### config.mk
export PLATFORM = sky130hd
export DESIGN_NAME = fuse_grouper
export DESIGN_NICKNAME = d
export VERILOG_FILES = /design/src/rtl/fg_pkg.sv /design/src/rtl/fg_pair_detect.sv /design/src/rtl/fg_slot_packer.sv /design/src/rtl/fuse_grouper.sv
export SDC_FILE = /design/constraint.sdc
export NUM_CORES = 1
export LEC_CHECK = 0
export ABC_AREA = 1
export BUFFER_PORTS_ARGS = -buffer_cell sky130_fd_sc_hd__clkbuf_2
export CORE_MARGIN = 2
export CORE_UTILIZATION = 25
export CTS_CLUSTER_SIZE = 28
export DETAILED_ROUTE_END_ITERATION = 6
export PLACE_DENSITY = 0.4
export SETUP_SLACK_MARGIN = 0.1
export SYNTH_ARGS = -nofsm -noshare
export SYNTH_HDL_FRONTEND = slang
export SYNTH_HIERARCHICAL = 1
export SYNTH_SLANG_ARGS = --single-unit
### constraint.sdc
create_clock -name clk -period 14.3 [get_ports clk]
set_input_delay 1.43 -clock clk [delete_from_list [all_inputs] [get_ports clk]]
set_output_delay 1.43 -clock clk [all_outputs]
set_load 0.01 [all_outputs]
### src/rtl/fg_pkg.sv
package fg_pkg;

  typedef enum logic [1:0] {
    CLS_PLAIN   = 2'd0,
    CLS_FLAGSET = 2'd1,
    CLS_JCC     = 2'd2,
    CLS_MISC    = 2'd3
  } ins_cls_e;

  // A flag-setting head directly followed by a conditional jump may merge.
  function automatic logic can_merge(input logic [1:0] head, input logic [1:0] tail);
    return (head == CLS_FLAGSET) && (tail == CLS_JCC);
  endfunction

endpackage

### src/rtl/fg_pair_detect.sv
module fg_pair_detect #(
  parameter int WIN   = 5,
  parameter int LEN_W = 4
) (
  input  logic             vld      [WIN],
  input  logic [1:0]       cls      [WIN],
  input  logic [LEN_W-1:0] len      [WIN],
  output logic             pair_ok  [WIN],
  output logic [LEN_W:0]   pair_len [WIN],
  output logic [LEN_W:0]   solo_len [WIN]
);
  import fg_pkg::*;

  for (genvar p = 0; p < WIN; p++) begin : g_pos
    assign solo_len[p] = {1'b0, len[p]};
    if (p < WIN - 1) begin : g_inner
      assign pair_ok[p]  = vld[p] && vld[p+1] && can_merge(cls[p], cls[p+1]);
      assign pair_len[p] = {1'b0, len[p]} + {1'b0, len[p+1]};
    end else begin : g_last
      // no partner is visible beyond the window
      assign pair_ok[p]  = 1'b0;
      assign pair_len[p] = {1'b0, len[p]};
    end
  end

endmodule

### src/rtl/fg_slot_packer.sv
module fg_slot_packer #(
  parameter int WIN    = 5,
  parameter int SLOTS  = 4,
  parameter int LEN_W  = 4,
  parameter int PIDX_W = $clog2(WIN),
  parameter int CNT_W  = $clog2(WIN + 1)
) (
  input  logic              vld      [WIN],
  input  logic              pair_ok  [WIN],
  input  logic [LEN_W:0]    pair_len [WIN],
  input  logic [LEN_W:0]    solo_len [WIN],
  output logic              s_vld    [SLOTS],
  output logic              s_fus    [SLOTS],
  output logic [PIDX_W-1:0] s_pos    [SLOTS],
  output logic [LEN_W:0]    s_len    [SLOTS],
  output logic [CNT_W-1:0]  take
);

  logic [CNT_W-1:0]  pos;
  logic [PIDX_W-1:0] idx;
  logic              fuse_spent;
  logic              halted;

  always_comb begin
    pos        = '0;
    idx        = '0;
    fuse_spent = 1'b0;
    halted     = 1'b0;
    for (int s = 0; s < SLOTS; s++) begin
      s_vld[s] = 1'b0;
      s_fus[s] = 1'b0;
      s_pos[s] = '0;
      s_len[s] = '0;
      idx      = pos[PIDX_W-1:0];
      if (!halted && (pos < CNT_W'(WIN))) begin
        if (!vld[idx]) begin
          halted = 1'b1;
        end else if (!fuse_spent && pair_ok[idx]) begin
          s_vld[s]   = 1'b1;
          s_fus[s]   = 1'b1;
          s_pos[s]   = idx;
          s_len[s]   = pair_len[idx];
          fuse_spent = 1'b1;
          pos        = pos + CNT_W'(2);
        end else begin
          s_vld[s] = 1'b1;
          s_pos[s] = idx;
          s_len[s] = solo_len[idx];
          pos      = pos + CNT_W'(1);
        end
      end
    end
    take = pos;
  end

endmodule

### src/rtl/fuse_grouper.sv
module fuse_grouper #(
  parameter int WIN    = 5,
  parameter int SLOTS  = 4,
  parameter int LEN_W  = 4,
  localparam int PIDX_W = $clog2(WIN),
  localparam int CNT_W  = $clog2(WIN + 1)
) (
  input  logic                      clk,
  input  logic                      rst_n,
  input  logic [WIN-1:0]            rec_valid,
  input  logic [WIN*2-1:0]          rec_cls,
  input  logic [WIN*LEN_W-1:0]      rec_len,
  input  logic                      dec_ready,
  output logic [CNT_W-1:0]          take_cnt,
  output logic [SLOTS-1:0]          slot_valid,
  output logic [SLOTS-1:0]          slot_fused,
  output logic [SLOTS*PIDX_W-1:0]   slot_pos,
  output logic [SLOTS*(LEN_W+1)-1:0] slot_len
);

  logic              w_vld      [WIN];
  logic [1:0]        w_cls      [WIN];
  logic [LEN_W-1:0]  w_len      [WIN];
  logic              w_pair_ok  [WIN];
  logic [LEN_W:0]    w_pair_len [WIN];
  logic [LEN_W:0]    w_solo_len [WIN];

  logic              n_vld [SLOTS];
  logic              n_fus [SLOTS];
  logic [PIDX_W-1:0] n_pos [SLOTS];
  logic [LEN_W:0]    n_len [SLOTS];
  logic [CNT_W-1:0]  pk_take;

  for (genvar i = 0; i < WIN; i++) begin : g_unpack
    assign w_vld[i] = rec_valid[i];
    assign w_cls[i] = rec_cls[2*i +: 2];
    assign w_len[i] = rec_len[LEN_W*i +: LEN_W];
  end

  fg_pair_detect #(.WIN(WIN), .LEN_W(LEN_W)) detect_i (
    .vld      (w_vld),
    .cls      (w_cls),
    .len      (w_len),
    .pair_ok  (w_pair_ok),
    .pair_len (w_pair_len),
    .solo_len (w_solo_len)
  );

  fg_slot_packer #(.WIN(WIN), .SLOTS(SLOTS), .LEN_W(LEN_W)) packer_i (
    .vld      (w_vld),
    .pair_ok  (w_pair_ok),
    .pair_len (w_pair_len),
    .solo_len (w_solo_len),
    .s_vld    (n_vld),
    .s_fus    (n_fus),
    .s_pos    (n_pos),
    .s_len    (n_len),
    .take     (pk_take)
  );

  assign take_cnt = dec_ready ? pk_take : '0;

  for (genvar s = 0; s < SLOTS; s++) begin : g_slot
    always_ff @(posedge clk) begin
      if (!rst_n) begin
        slot_valid[s]                    <= 1'b0;
        slot_fused[s]                    <= 1'b0;
        slot_pos[s*PIDX_W +: PIDX_W]     <= '0;
        slot_len[s*(LEN_W+1) +: LEN_W+1] <= '0;
      end else begin
        slot_valid[s]                    <= dec_ready && n_vld[s];
        slot_fused[s]                    <= dec_ready && n_fus[s];
        slot_pos[s*PIDX_W +: PIDX_W]     <= n_pos[s];
        slot_len[s*(LEN_W+1) +: LEN_W+1] <= n_len[s];
      end
    end
  end

  // Records represented by the presented slots, for the consumption check.
  logic [CNT_W-1:0] held_cnt;
  always_comb begin
    held_cnt = '0;
    for (int s = 0; s < SLOTS; s++) begin
      if (slot_valid[s]) held_cnt = held_cnt + (slot_fused[s] ? CNT_W'(2) : CNT_W'(1));
    end
  end


  one_fuse_chk: assert property (@(posedge clk) disable iff (!rst_n)
    $countones(slot_valid & slot_fused) <= 1);


  take_match_chk: assert property (@(posedge clk) disable iff (!rst_n)
    1'b1 |=> (held_cnt == $past(take_cnt)));


  stall_chk: assert property (@(posedge clk) disable iff (!rst_n)
    !dec_ready |=> (slot_valid == '0));


  packed_chk: assert property (@(posedge clk) disable iff (!rst_n)
    ((slot_valid + SLOTS'(1)) & slot_valid) == '0);


  bound_chk: assert property (@(posedge clk) disable iff (!rst_n)
    take_cnt <= CNT_W'(SLOTS + 1));

endmodule

==> results of run 1 <==
-- per-layer routing --
metal  up-vias  track usage, %  wire length [um]
met3        16            2.53              1020
met5         -               0                 0
li1       2165               -                 -
met4         0            4.14               234
met2       152            23.0              5730
met1      1886            22.3              6630
-- cells by family after synthesis --
kind of cell             share of synthesized area [%]
AND/OR/NAND/NOR                                   30.5
buffers and inverters                             23.0
AO/OA/AOI/OAI                                     17.7
flip-flops                                        19.0
adder cells (fa/ha/maj)                           8.13
XOR/XNOR                                          1.25
other                                            0.178
multiplexers                                     0.237
-- layout make-up --
| type | count | area [um^2] | share of cell area, % |
|---|---|---|---|
| clock inverter | 3 | 90.1 | 1.92 |
| inverter | 136 | 513 | 10.9 |
| sequential | 40 | 801 | 17.1 |
| tap | 220 | 275 | 5.87 |
| multi-input combinational | 449 | 2480 | 52.9 |
| clock buffer | 5 | 125 | 2.67 |
| timing repair buffer | 81 | 408 | 8.69 |
-- cell usage after synthesis (3+ instances only) --
library cell,number
inv_2,7
a221oi_1,5
nand2_2,9
inv_1,128
buf_4,41
a21oi_1,30
clkbuf_1,9
nand2_4,6
fa_1,4
o21ai_0,54
nand4_1,10
buf_2,5
buf_8,3
nand2_1,156
buf_6,4
a31oi_1,3
or2_1,3
a22o_1,3
nand3_1,44
xnor2_1,4
o21ai_1,3
o22ai_1,5
o211ai_1,8
nor2_1,41
dfxtp_1,40
ha_1,21
-- metrics by stage --
step	util (%)	total power (W)	setup slack, ps	hold slack (ps)
2_1_floorplan	-	0.000210	7410	1580
3_3_place_gp	27.1	0.000238	6310	1820
3_5_place_dp	27.1	0.000238	6020	1800
4_1_cts	28.4	0.000399	6040	1510
5_1_grt	28.4	0.000421	5500	1530
6_report	28.4	0.000397	6030	1500
-- final timing paths --
| kind | to | slack, ps | cells after the start |
|---|---|---|---|
| min | slot_fused[1] | 1500 | 3 |
| max | take_cnt[1] | 6030 | 30 |
-- sequential cells by signal (all words and copies together) (netlist names) --
register / flops
slot_fused: 4
slot_len: 20
slot_pos: 12
slot_valid: 4
-- worst min-delay path, delay by kind of cell --
| family | cells | cell delay (ps) |
|---|---|---|
| AND/OR/NAND/NOR | 2 | 180 |
| buffers and inverters | 1 | 130 |
-- power groups by stage --
stage | sequential [W] | clock, W | combinational [W]
after global placement | 0.000118 | 0 | 0.000120
after CTS | 0.000115 | 0.000164 | 0.000120
after detailed placement | 0.000118 | 0 | 0.000120
after global routing | 0.000116 | 0.000168 | 0.000138
final | 0.000115 | 0.000159 | 0.000122
after floorplan | 0.000120 | 0 | 0.0000901
==> results.yml, run 1 <==
timing:
  worstMarginPinSlew_ps: 1080
  setup_violations: 0
  slew_violations: 0
  hold_viol: 0
  max_freq_mhz: 121
  fin_crit_sh_pct: 57.8
  tns_ps: 0
  period_minus_slack_ps: 8270
  relSlewSlack_pct: 27.7
  rsz0062_at_grt: "no"
clocking:
  ctsLongestPathBuffers: 2
  cts_sinks: 40
  h-tree-depth: 2
  postCtsHoldBufs: 0
  post_cts.repair.setup_buffers: 0
  cts_root_buf: "clkbuf_16"
  path_clk_slew_ps: 60
  cts_tree: "built"
  cts_buffers: 5
  cts_resized: 0
power:
  p_int_w: 0.000271
  vdd_drop_max_v: 0.0000480
  power_frac_clock_pct: 40.2
  combPwrFrac_pct: 30.7
  switchingPower_w: 0.000126
  power.leakage_nw: 2.67
  switching_share_pct: 31.7
  cellPowerDensity_nw_per_um2: 84.5
  seq_power_share_pct: 29.1
synthesis:
  synth.avg_cell_area_um2: 6.22
  synthFlopType: "dfxtp_1"
  synth_edf_count: 0
  synth.top_cell.area_share_pct: 19.0
  yosysUniqueCellTypes: 49
  netlist_area_um2: 4220
  synthTopCellsByArea: "dfxtp_1 19%, nand2_1 14%, inv_1 11%, buf_4 7.3%, o21ai_0 6.4%"
  yosysWarnings: 6
  synth_cells: 678
  async_flop_share_pct: 0
  ys_seq_area_share_pct: 19.0
  synth-seq-cells: 40
  synth_area_leader_cell: "dfxtp_1"
critical_path:
  end_kind: "primary output"
  cp_max_fo: 21
  worstPathRequired_ps: 12870
  path_buf_inv: 8
  path_class: "in2out"
  cpPeakStageDelay_ps: 520
  cp_common_cell: "nand2_1"
  startpoint_type: "primary input"
  crit_slowest_cell: "nor2_1"
  critPathLaunch: "rec_valid[0]"
  cpLargestDelayFamily: "simple AND/OR/NAND/NOR gates"
  arrival_ps: 6840
placed_design:
  dp.cells: 926
  place_area_um2: 4480
  gp_congestion: 0.879
  dp_hpwl_um: 11100
  numPortBuffers: 80
layout:
  mostFrequentLayoutCells: "156 x nand2_1, 128 x inv_1, 80 x clkbuf_2"
  final_common_cell: "nand2_1"
  diodes: 0
  stdcell_count: 934
  nets: 776
  syn2layout_area_growth_pct: 11.3
  drive_gt1_share_pct: 17.8
  nFillCells: 1865
  fin_area_um2: 4690
status:
  status: "completed"
route:
  avgViaCountPerCell: 4.52
  dr.pass1.iters: 5
  detail-route-antenna-nets: 0
  via_count: 4219
  drtIter0Drc: 390
  routedWlPerCell_um: 14.6
  drc_errors: 0
  wirelength_um: 13600
grt:
  antenna_found_initial: 0
  grt_overflow: 0
  grt_pass1_wl_um: 21700
  grt_usage_pct: 15.3
  grt_max_degree: 34
  first_global_vias: 3979
die:
  io_pins: 81
  start_util_pct: 25.5
  die_area_um2: 17900
  row_count: 47
  die_w_um: 134
  die_height_um: 134
  core_area_um2: 16500
hold_path:
  holdCritStartpoint: "dec_ready"
  hp-class: "in2reg"
job:
  maxCapViolations: 0
Note: power is estimated with default switching activity, not from simulation.
==> inputs of run 2 (changes only) <==
PLACE_DENSITY = 0.42   (was 0.4)
clock period = 7.4 ns   (was 14.3 ns; I/O delays follow)
==> run 2 against run 1 <==
Setup slack worse by 5100 ps; clock power increased by 57%; largest power group unchanged; sequential power grew 94%; critical path type unchanged; critical endpoint unchanged; flip-flop and latch count did not move; via count down 3.1%; routed wire length shrank 2.7%; final area is 0.32% lower; sequential share of layout area is 0.055 points higher; count of clock-buffer cells in the layout increased by 1; power grew 78%; core utilization is 0.091 points lower; critical path depth up 1; largest cell class unchanged.
==> results.yml, run 2 (synthesis gave the netlist of run 1 again) <==
route:
  top_layer: "met4"
  wirelength_um: 13300
  via_count: 4088
  dr.pass1.iters: 5
  routedWlPerCell_um: 14.1
  drtIter0Drc: 258
  met3_wirelength_um: 486
  wl_met2_um: 5460
  avgViaCountPerCell: 4.36
  drc_errors: 0
  detail-route-antenna-nets: 0
  met1_length_um: 7170
placed_design:
  numPortBuffers: 80
  dp.cells: 929
  place_worst_setup_slack_ps: 971
  dp_hpwl_um: 10700
  gp_congestion: 0.849
clocking:
  h-tree-depth: 2
  ctsLongestPathBuffers: 2
  postCtsHoldBufs: 0
  cts_sinks: 40
  cts_buffers: 5
  cts_tree: "built"
  cts_resized: 0
  cts_root_buf: "clkbuf_16"
  path_clk_slew_ps: 60
  post_cts.repair.setup_buffers: 0
critical_path:
  cpLargestDelayFamily: "simple AND/OR/NAND/NOR gates"
  arrival_ps: 5710
  path_buf_inv: 9
  crit_slowest_cell: "nor2_2"
  cp_max_fo: 21
  cpPeakStageDelay_ps: 420
  path_class: "in2out"
  cp_common_cell: "nand2_1"
  startpoint_type: "primary input"
  end_kind: "primary output"
  worstPathRequired_ps: 6660
power:
  power_frac_clock_pct: 35.4
  switchingPower_w: 0.000242
  combPwrFrac_pct: 33.0
  power_w: 0.000707
  vdd_drop_max_v: 0.000114
  cellPowerDensity_nw_per_um2: 151
  seq_power_share_pct: 31.6
  power.leakage_nw: 2.66
  switching_share_pct: 34.2
  p_int_w: 0.000465
layout:
  diodes: 0
  drive_gt1_share_pct: 18.1
  syn2layout_area_growth_pct: 10.9
  mostFrequentLayoutCells: "156 x nand2_1, 128 x inv_1, 80 x clkbuf_2"
  regMostFlops: "slot_len"
  final_common_cell: "nand2_1"
  largest_register_ffs: 20
  nFillCells: 1895
  stdcell_count: 937
  nets: 779
  reg_top3: "slot_len (20), slot_pos (12)"
timing:
  fin_crit_sh_pct: 87.2
  slew_violations: 0
  period_minus_slack_ps: 6450
  fin_ws_ps: 948
  setup_violations: 0
  worstMarginPinSlew_ps: 787
  max_freq_mhz: 155
  tns_ps: 0
  rsz0062_at_grt: "no"
  relSlewSlack_pct: 47.1
  hold_viol: 0
grt:
  grt_pass1_wl_um: 21400
  grt_usage_pct: 15.0
  antenna_found_initial: 0
  grt_max_degree: 34
  first_global_vias: 3795
  grt_overflow: 0
die:
  die_area_um2: 17900
  core_area_um2: 16500
  io_pins: 81
  start_util_pct: 25.5
  row_count: 47
  die_height_um: 134
  die_w_um: 134
status:
  status: "completed"
hold_path:
  hp-class: "in2reg"
job:
  maxCapViolations: 0
[run 2: cell type report]
type                            instances  area (um^2)  area share (%)
Inverter                              136          513            11.0
Multi-Input combinational cell        449         2480            53.0
Sequential cell                        40          801            17.1
Tap cell                              220          275            5.89
Clock inverter                          2         38.8           0.829
Timing Repair Buffer                   84          430            9.20
Clock buffer                            6          139            2.97
[run 2: final timing paths]
kind                    startpoint             to  cells past startpoint
worst max-delay path  rec_valid[0]    take_cnt[1]                     31
worst min-delay path     dec_ready  slot_fused[1]                      3
[run 2: power groups by stage]
| stage | logic (W) | clock network, W | registers (W) |
|---|---|---|---|
| 2_1_floorplan | 0.000174 | 0 | 0.000231 |
| 3_3_place_gp | 0.000234 | 0 | 0.000228 |
| 3_5_place_dp | 0.000232 | 0 | 0.000228 |
| 4_1_cts | 0.000232 | 0.000258 | 0.000223 |
| 5_1_grt | 0.000265 | 0.000267 | 0.000223 |
| 6_report | 0.000234 | 0.000250 | 0.000223 |
[run 2: stage by stage]
step           util (%)  hold slack, ps  area [um^2]
6_report           28.3             816         4680
3_3_place_gp       27.2            1120         4500
5_1_grt            28.3             834         4680
4_1_cts            28.3             817         4680
2_1_floorplan         -             891         4250
3_5_place_dp       27.2            1120         4500
[run 2: layer usage]
metal	GRT usage, %	vias to the layer above
met2	22.1	95
met4	3.37	0
met3	1.32	8
met5	0	-
li1	-	2167
met1	23.3	1818
==> inputs of run 3 (changes only) <==
PLACE_DENSITY = 0.56   (was 0.42)
==> run 3 against run 2 <==
Cell count fell by 0.11%; critical path type unchanged; hold slack got worse by 19 ps; non-clock buffer count fell by 1; critical path depth fell by 1; global-route usage fell by 1.3 points; combinational power fell by 2%.
==> results.yml, run 3 (synthesis gave the netlist of run 1 again) <==
status:
  status: "completed"
route:
  via_count: 4112
  drc_errors: 0
  routedWlPerCell_um: 12.9
  drtIter0Drc: 243
  wirelength_um: 12100
  avgViaCountPerCell: 4.39
  detail-route-antenna-nets: 0
  dr.pass1.iters: 5
timing:
  period_minus_slack_ps: 6760
  worstMarginPinSlew_ps: 894
  max_freq_mhz: 148
  slew_violations: 0
  fin_crit_sh_pct: 91.3
  hold_viol: 0
  fin_ws_ps: 641
  tns_ps: 0
  relSlewSlack_pct: 39.9
  setup_violations: 0
  rsz0062_at_grt: "no"
hold_path:
  holdCritStartpoint: "dec_ready"
  hold_path_depth: 3
  holdPathEnd: "slot_valid[1]"
  hp-class: "in2reg"
layout:
  mostFrequentLayoutCells: "156 x nand2_1, 128 x inv_1, 80 x clkbuf_2"
  nets: 778
  syn2layout_area_growth_pct: 10.5
  diodes: 0
  reg_top3: "slot_len (20), slot_pos (12)"
  drive_gt1_share_pct: 18.0
  regMostFlops: "slot_len"
  largest_register_ffs: 20
  final_common_cell: "nand2_1"
grt:
  grt_overflow: 0
  grt_pass1_wl_um: 19700
  grt_max_degree: 34
  antenna_found_initial: 0
  grt_usage_pct: 13.6
  first_global_vias: 3732
critical_path:
  end_kind: "primary output"
  worstPathRequired_ps: 6660
  path_buf_inv: 8
  arrival_ps: 6020
  cpLargestDelayFamily: "simple AND/OR/NAND/NOR gates"
  cpPeakStageDelay_ps: 500
  startpoint_type: "primary input"
  path_class: "in2out"
  crit_slowest_cell: "nor2_1"
  cp_max_fo: 21
  cp_common_cell: "nand2_1"
placed_design:
  gp_congestion: 0.957
  dp_hpwl_um: 9910
  numPortBuffers: 80
  place_worst_setup_slack_ps: 641
clocking:
  cts_resized: 0
  cts_buffers: 5
  postCtsHoldBufs: 0
  ctsLongestPathBuffers: 2
  path_clk_slew_ps: 60
  cts_root_buf: "clkbuf_16"
  post_cts.repair.setup_buffers: 0
  cts_sinks: 40
  h-tree-depth: 2
  cts_tree: "built"
power:
  power_w: 0.000694
  power.leakage_nw: 2.65
  cellPowerDensity_nw_per_um2: 149
  vdd_drop_max_v: 0.0000836
die:
  io_pins: 81
  die_w_um: 134
  die_area_um2: 17900
  die_height_um: 134
  row_count: 47
  core_area_um2: 16500
  start_util_pct: 25.5
job:
  maxCapViolations: 0
==> run 3: worst max-delay path by stage <==
stage                 startpoint     endpoint  slack, ps  depth (start not counted)
floorplan             rec_cls[2]  take_cnt[0]       1890                         30
global placement    rec_valid[0]  take_cnt[1]        810                         30
detailed placement  rec_valid[0]  take_cnt[1]        640                         30
CTS                 rec_valid[0]  take_cnt[1]        660                         30
global route        rec_valid[0]  take_cnt[0]        190                         29
finish              rec_valid[0]  take_cnt[1]        640                         30
==> run 3: tightest hold or removal path, stage by stage <==
cell and delay [ps]:
clkbuf_2 120, nand2_4 120, nor2_1 50
==> run 3: final cells by class <==
type	instances	area [um^2]
multi-input combinational	449	2480
clock buffer	5	125
tap	220	275
sequential	40	801
timing repair buffer	83	423
fill	1855	11900
clock inverter	3	42.5
inverter	136	513
==> run 3: metrics by stage <==
step | hold slack [ps] | std cells | util, % | cell area [um^2]
floorplan | 891 | 687 | - | 4250
global placement | 1100 | 928 | 27.2 | 4490
detailed placement | 1090 | 928 | 27.2 | 4490
CTS | 795 | 936 | 28.2 | 4660
global route | 817 | 936 | 28.2 | 4660
finish | 797 | 936 | 28.2 | 4660
==> run 3: per-layer routing <==
metal | wire, um | up-vias | track usage, %
li1 | - | 2164 | -
met1 | 5690 | 1792 | 18.6
met2 | 5250 | 135 | 21.5
met3 | 806 | 21 | 2.15
met4 | 355 | 0 | 5.44
met5 | 0 | - | 0
==> run 3: power by group <==
group	switching [W]	leakage (nW)	internal (W)
clock	0.0000835	0.0798	0.000158
combinational	0.000153	2.25	0.0000753
sequential	0.00000151	0.326	0.000222
